## src/rtl/fa_cache_pkg.sv

```systemverilog
package fa_cache_pkg;
  typedef enum logic [1:0] {
    ST_IDLE  = 2'd0,
    ST_MREQ  = 2'd1,
    ST_MWAIT = 2'd2
  } fill_state_e;
endpackage

```

## src/rtl/fa_tag_match.sv

```systemverilog
module fa_tag_match #(
  parameter int LINES = 4,
  parameter int TAG_W = 4,
  localparam int IDX_W = $clog2(LINES)
) (
  input  logic [LINES-1:0]            valid_i,
  input  logic [LINES-1:0][TAG_W-1:0] tags_i,
  input  logic [TAG_W-1:0]            tag_i,
  output logic [LINES-1:0]            match_o,
  output logic                        hit_o,
  output logic [IDX_W-1:0]            hit_idx_o
);
  for (genvar g = 0; g < LINES; g++) begin : g_cmp
    assign match_o[g] = valid_i[g] && (tags_i[g] == tag_i);
  end

  assign hit_o = |match_o;

  always_comb begin
    hit_idx_o = '0;
    for (int i = LINES - 1; i >= 0; i--) begin
      if (match_o[i]) hit_idx_o = IDX_W'(i);
    end
  end
endmodule

```

## src/rtl/fa_lru_age.sv

```systemverilog
module fa_lru_age #(
  parameter int LINES = 4,
  localparam int IDX_W = $clog2(LINES)
) (
  input  logic             clk_i,
  input  logic             rst_ni,
  input  logic             touch_i,
  input  logic [IDX_W-1:0] touch_idx_i,
  input  logic [LINES-1:0] valid_i,
  output logic [IDX_W-1:0] victim_o
);
  // rank 0 = most recent, LINES-1 = oldest; ranks stay a permutation
  logic [LINES-1:0][IDX_W-1:0] age_q;
  logic [IDX_W-1:0]            ref_age;
  logic [IDX_W-1:0]            oldest;
  logic                        free_found;

  assign ref_age = age_q[touch_idx_i];

  always_ff @(posedge clk_i or negedge rst_ni) begin
    if (!rst_ni) begin
      for (int i = 0; i < LINES; i++) age_q[i] <= IDX_W'(i);
    end else if (touch_i) begin
      for (int i = 0; i < LINES; i++) begin
        if (IDX_W'(i) == touch_idx_i)  age_q[i] <= '0;
        else if (age_q[i] < ref_age)   age_q[i] <= age_q[i] + 1'b1;
      end
    end
  end

  always_comb begin
    oldest = '0;
    for (int i = 0; i < LINES; i++) begin
      if (age_q[i] == IDX_W'(LINES - 1)) oldest = IDX_W'(i);
    end
  end

  always_comb begin
    free_found = 1'b0;
    victim_o   = oldest;
    for (int i = 0; i < LINES; i++) begin
      if (!valid_i[i] && !free_found) begin
        victim_o   = IDX_W'(i);
        free_found = 1'b1;
      end
    end
  end
endmodule

```

## src/rtl/fa_sat_ctr.sv

```systemverilog
module fa_sat_ctr #(
  parameter int W = 16
) (
  input  logic         clk_i,
  input  logic         rst_ni,
  input  logic         inc_i,
  output logic [W-1:0] count_o
);
  always_ff @(posedge clk_i or negedge rst_ni) begin
    if (!rst_ni)                      count_o <= '0;
    else if (inc_i && (count_o != '1)) count_o <= count_o + 1'b1;
  end
endmodule

```

## src/rtl/fa_lru_cache.sv

```systemverilog
module fa_lru_cache
  import fa_cache_pkg::*;
#(
  parameter int ADDR_W = 5,
  parameter int OFF_W  = 1,
  parameter int LINES  = 4,
  parameter int BYTE_W = 8,
  parameter int CNT_W  = 16,
  localparam int TAG_W = ADDR_W - OFF_W,
  localparam int BLK_W = (1 << OFF_W) * BYTE_W,
  localparam int IDX_W = $clog2(LINES)
) (
  input  logic              clk_i,
  input  logic              rst_ni,
  input  logic              req_valid_i,
  output logic              req_ready_o,
  input  logic [ADDR_W-1:0] req_addr_i,
  output logic              rsp_valid_o,
  output logic [BYTE_W-1:0] rsp_data_o,
  output logic              rsp_hit_o,
  output logic              stall_o,
  output logic              mem_req_valid_o,
  input  logic              mem_req_ready_i,
  output logic [ADDR_W-1:0] mem_req_addr_o,
  input  logic              mem_rsp_valid_i,
  input  logic [BLK_W-1:0]  mem_rsp_data_i,
  output logic [CNT_W-1:0]  hit_count_o,
  output logic [CNT_W-1:0]  miss_count_o
);
  fill_state_e state_q, state_d;

  logic [LINES-1:0]            valid_q;
  logic [LINES-1:0][TAG_W-1:0] tag_q;
  logic [LINES-1:0][BLK_W-1:0] data_q;

  logic [ADDR_W-1:0] pend_addr_q;
  logic [TAG_W-1:0]  req_tag;
  logic [OFF_W-1:0]  req_off, pend_off;
  logic [LINES-1:0]  line_match;
  logic              lookup_hit;
  logic [IDX_W-1:0]  hit_idx, victim_idx, touch_idx;
  logic              accept, hit_fire, miss_fire, fill_fire, touch;

  function automatic logic [BYTE_W-1:0] sel_byte(input logic [BLK_W-1:0] blk,
                                                  input logic [OFF_W-1:0] off);
    return blk[int'(off)*BYTE_W +: BYTE_W];
  endfunction

  assign req_tag  = req_addr_i[ADDR_W-1:OFF_W];
  assign req_off  = req_addr_i[OFF_W-1:0];
  assign pend_off = pend_addr_q[OFF_W-1:0];

  assign req_ready_o = (state_q == ST_IDLE);
  assign stall_o     = (state_q != ST_IDLE);
  assign accept      = req_valid_i && req_ready_o;
  assign hit_fire    = accept && lookup_hit;
  assign miss_fire   = accept && !lookup_hit;
  assign fill_fire   = (state_q == ST_MWAIT) && mem_rsp_valid_i;
  assign touch       = hit_fire || fill_fire;
  assign touch_idx   = hit_fire ? hit_idx : victim_idx;

  assign mem_req_valid_o = (state_q == ST_MREQ);
  assign mem_req_addr_o  = {pend_addr_q[ADDR_W-1:OFF_W], {OFF_W{1'b0}}};

  fa_tag_match #(.LINES(LINES), .TAG_W(TAG_W)) u_match (
    .valid_i   (valid_q),
    .tags_i    (tag_q),
    .tag_i     (req_tag),
    .match_o   (line_match),
    .hit_o     (lookup_hit),
    .hit_idx_o (hit_idx)
  );

  fa_lru_age #(.LINES(LINES)) u_age (
    .clk_i       (clk_i),
    .rst_ni      (rst_ni),
    .touch_i     (touch),
    .touch_idx_i (touch_idx),
    .valid_i     (valid_q),
    .victim_o    (victim_idx)
  );

  fa_sat_ctr #(.W(CNT_W)) u_hit_ctr (
    .clk_i   (clk_i),
    .rst_ni  (rst_ni),
    .inc_i   (hit_fire),
    .count_o (hit_count_o)
  );

  fa_sat_ctr #(.W(CNT_W)) u_miss_ctr (
    .clk_i   (clk_i),
    .rst_ni  (rst_ni),
    .inc_i   (fill_fire),
    .count_o (miss_count_o)
  );

  always_comb begin
    state_d = state_q;
    unique case (state_q)
      ST_IDLE:  if (miss_fire)       state_d = ST_MREQ;
      ST_MREQ:  if (mem_req_ready_i) state_d = ST_MWAIT;
      ST_MWAIT: if (mem_rsp_valid_i) state_d = ST_IDLE;
      default:                       state_d = ST_IDLE;
    endcase
  end

  always_ff @(posedge clk_i or negedge rst_ni) begin
    if (!rst_ni) begin
      state_q     <= ST_IDLE;
      pend_addr_q <= '0;
    end else begin
      state_q <= state_d;
      if (miss_fire) pend_addr_q <= req_addr_i;
    end
  end

  always_ff @(posedge clk_i or negedge rst_ni) begin
    if (!rst_ni) begin
      valid_q <= '0;
      tag_q   <= '0;
      data_q  <= '0;
    end else if (fill_fire) begin
      for (int i = 0; i < LINES; i++) begin
        if (IDX_W'(i) == victim_idx) begin
          valid_q[i] <= 1'b1;
          tag_q[i]   <= pend_addr_q[ADDR_W-1:OFF_W];
          data_q[i]  <= mem_rsp_data_i;
        end
      end
    end
  end

  always_ff @(posedge clk_i or negedge rst_ni) begin
    if (!rst_ni) begin
      rsp_valid_o <= 1'b0;
      rsp_hit_o   <= 1'b0;
      rsp_data_o  <= '0;
    end else begin
      rsp_valid_o <= touch;
      if (hit_fire) begin
        rsp_hit_o  <= 1'b1;
        rsp_data_o <= sel_byte(data_q[hit_idx], req_off);
      end else if (fill_fire) begin
        rsp_hit_o  <= 1'b0;
        rsp_data_o <= sel_byte(mem_rsp_data_i, pend_off);
      end
    end
  end
endmodule

```

## config.mk

```make
export PLATFORM = sky130hd
export DESIGN_NAME = fa_lru_cache
export DESIGN_NICKNAME = d
export VERILOG_FILES = /design/src/rtl/fa_cache_pkg.sv /design/src/rtl/fa_tag_match.sv /design/src/rtl/fa_lru_age.sv /design/src/rtl/fa_sat_ctr.sv /design/src/rtl/fa_lru_cache.sv
export SDC_FILE = /design/constraint.sdc
export NUM_CORES = 1
export LEC_CHECK = 0
export BUFFER_PORTS_ARGS = -buffer_cell sky130_fd_sc_hd__buf_2
export CAP_MARGIN = 10
export CORE_ASPECT_RATIO = 0.8
export CORE_MARGIN = 5
export CORE_UTILIZATION = 35
export CTS_BUF_LIST = sky130_fd_sc_hd__clkbuf_4 sky130_fd_sc_hd__clkbuf_8
export DETAILED_ROUTE_END_ITERATION = 8
export GPL_TIMING_DRIVEN = 0
export PLACE_DENSITY = 0.6
export SETUP_SLACK_MARGIN = 0.15
export SLEW_MARGIN = 0
export SYNTH_ARGS = -nofsm -noshare
export SYNTH_HDL_FRONTEND = slang
export SYNTH_SLANG_ARGS = --single-unit
```

## constraint.sdc

```tcl
create_clock -name clk_i -period 2.8 [get_ports clk_i]
set_input_delay 0 -clock clk_i [delete_from_list [all_inputs] [get_ports clk_i]]
set_output_delay 0 -clock clk_i [all_outputs]
set_load 0.1 [all_outputs]
```

==> flow_summary.toml <==
[worst_setup_path]
cp.required_ps = 3110
cp_max_fo = 4
worstSetupPathType = "flop to flop"
arrival_ps = 2910
cp-start-kind = "flop"
endpoint_kind = "flop"

[cells_and_area]
drive_gt1_share_pct = 37.7
final_nets = 728
final_core_utilization_pct = 44.2
syn_to_final_growth_pct = 23.2
diodes = 0
final_cell_area_mm2 = 0.00847

[drt]
vias = 4851
drtPass1Iterations = 4
ant_nets = 0
wl_um = 16900
wire_per_inst_um = 17.5
vias_per_cell = 5.02
drc = 0
first_iter_violations = 346

[timing]
rsz0062_at_grt = "true"
drv_slew = 0
slew_headroom_pct = 42.5
tightest_slew_ps = 863
max_freq_ghz = 0.385
finClkSkew_ps = 10.3
finalCritPeriodShare_pct = 92.9
finalSetupViolCount = 0
min_period_ps = 2600
finalHoldViolCount = 0

[clock_network]
numCtsBuffers = 17
h-tree-depth = 4
cts.path.max_buffers = 2
cts.clk_slew.worst_paths_ps = 80
clk_latency_ps = 440
clock_sinks = 141
cts_tree = "done"
cts_root_buf = "clkbuf_8"

[yosys]
netlist_instances = 568
synthTopCellsByCount = "dfrtp_1 (137), mux2_2 (86), nand2_1 (49)"
synth.distinct_cells = 53
ys_seq_area_share_pct = 51.4
synth_seq_cells = 141
async_reset_ff_share_pct = 100
synth_nets = 599
synth_flop_cell = "dfrtp_1"
synth_area_leader_cell = "dfrtp_1"
yosys_warnings = 0
yosysMostFrequentCell = "dfrtp_1"
yosys.area.top_type_share_pct = 49.9
synth.area.top_cells = "dfrtp_1 (50%), mux2_2 (14%), mux2i_1 (6.4%)"
synth_edf_count = 0
avgSynthCellArea_um2 = 12.1
synth.cell_area_mm2 = 0.00687

[global_routing]
grt_pass1_vias = 5114
grt_use_total_pct = 15.3
grt_overflow = 0
grt_max_degree = 78
antenna_found_initial = 0
grt_pass1_wl_um = 27500

[floorplan]
num_rows = 45
start_util_pct = 35.9
core_mm2 = 0.0191
dieArea_mm2 = 0.0226
ios = 76
die_h_um = 135
die_w_um = 167

[power]
peakVddDrop_mv = 0.819
p_per_area_mw_per_mm2 = 1120
p_leak_uw = 0.00417
total_power_uw = 9460

[place]
dp_hpwl_um = 11300
dpl-instance-area_mm2 = 0.00760
routabilityCongestion = 0.814
portBuffers = 72

[flow_run]
drv_cap = 0

[min_path]
worstHoldPathType = "primary input to asynchronous set/reset pin"

[outcome]
status = "complete, no violations"
-- registers in the layout (all words and copies together) (netlist names) --
| signal | cells |
|---|---|
| valid_q | 4 |
| rsp_valid_o | 1 |
| data_q | 64 |
| tag_q | 16 |
| u_hit_ctr.count_o | 16 |
| u_age.age_q | 8 |
| pend_addr_q | 5 |
| rsp_data_o | 8 |
| rsp_hit_o | 1 |
| state_q | 2 |
| u_miss_ctr.count_o | 16 |
-- worst max-delay path, stage by stage (launching register included) --
cell	delay (ps)
dfrtp_1	380
nor2b_1	150
a2111oi_4	350
nand2_2	130
a31oi_1	200
o22a_2	240
mux2i_2	100
mux2_4	300
or3_1	310
o311a_1	300
-- cells by family after synthesis --
family,count (synthesis),share of synthesized area [%]
flip-flops,141,51.4
multiplexers,138,23.1
other,1,0.0546
AO/OA/AOI/OAI,63,6.59
AND/OR/NAND/NOR,139,10.3
adder cells (fa/ha/maj),5,0.910
XOR/XNOR,39,4.97
buffers and inverters,42,2.64
-- per-layer routing --
layer / part of all wire (%) / GRT usage, % / vias up
li1: - / - / 2277
met1: 49 / 21.9 / 2457
met2: 45 / 23.7 / 108
met5: 0 / 0 / -
met3: 4.8 / 3.73 / 9
met4: 0.70 / 3.86 / 0
-- through the flow --
stage | instances | hold WS (ps) | setup slack, ps | setup TNS (ps)
after floorplan | 568 | -296 | 182 | 0
after global placement | 898 | 213 | -200 | -25820
after detailed placement | 899 | 83.6 | -24.8 | -55.0
after CTS | 960 | 159 | 163 | 0
after global routing | 967 | 210 | 113 | 0
final | 967 | 156 | 200 | 0
-- cell type report --
| type | count | area (um^2) |
|---|---|---|
| buffer | 27 | 156 |
| clock buffer | 21 | 277 |
| clock inverter | 10 | 139 |
| fill | 1808 | 10700 |
| inverter | 15 | 56.3 |
| multi-input combinational | 385 | 3240 |
| sequential | 141 | 3540 |
| tap | 258 | 323 |
| timing repair buffer | 110 | 746 |
-- power by group --
| group | internal (uW) | switching (uW) | total (uW) |
|---|---|---|---|
| logic | 1750 | 2720 | 4470 |
| registers | 2770 | 509 | 3280 |
| clock network | 945 | 764 | 1710 |
| total | 5470 | 3990 | 9460 |
-- layout by cell type, fill, tap and decap left out, types with 9 or more instances in the layout --
| cell type | count |
|---|---|
| nor2_1 | 15 |
| xor2_1 | 17 |
| mux2i_1 | 43 |
| a21oi_1 | 9 |
| clkbuf_8 | 19 |
| buf_2 | 72 |
| xnor2_1 | 22 |
| dlygate4sd3_1 | 23 |
| inv_1 | 14 |
| nand3_1 | 14 |
| o21ai_0 | 25 |
| dfrtp_1 | 135 |
| buf_4 | 17 |
| mux2_2 | 84 |
| and3_1 | 9 |
| nand2b_1 | 9 |
| clkbuf_2 | 10 |
| nand2_1 | 47 |
-- final timing paths --
path	from	to	slack, ps	depth (start not counted)
worst max-delay path	tag_q[7]$_DFFE_PN0P_	u_age.age_q[3]$_DFFE_PN0P_	200	9
worst min-delay path	rst_ni	data_q[4]$_DFFE_PN0P_	160	2
worst max register to register	tag_q[7]$_DFFE_PN0P_	u_age.age_q[3]$_DFFE_PN0P_	200	9
worst min register to register	rsp_hit_o$_DFFE_PN0P_	rsp_hit_o$_DFFE_PN0P_	490	2
max in group asynchronous	rst_ni	u_age.age_q[2]$_DFFE_PN1P_	1850	3
min in group clk_i	req_addr_i[0]	pend_addr_q[0]$_DFFE_PN0P_	290	2
-- what timing repair did --
action	CTS	global route
setup buffers	7	7
pin swaps	5	7
cloned	0	0
endpoints found under the setup margin	70	46
hold endpoints to repair	147	0
hold buffers	23	0
resized for setup	15	26
Note: power is estimated with default switching activity, not from simulation.
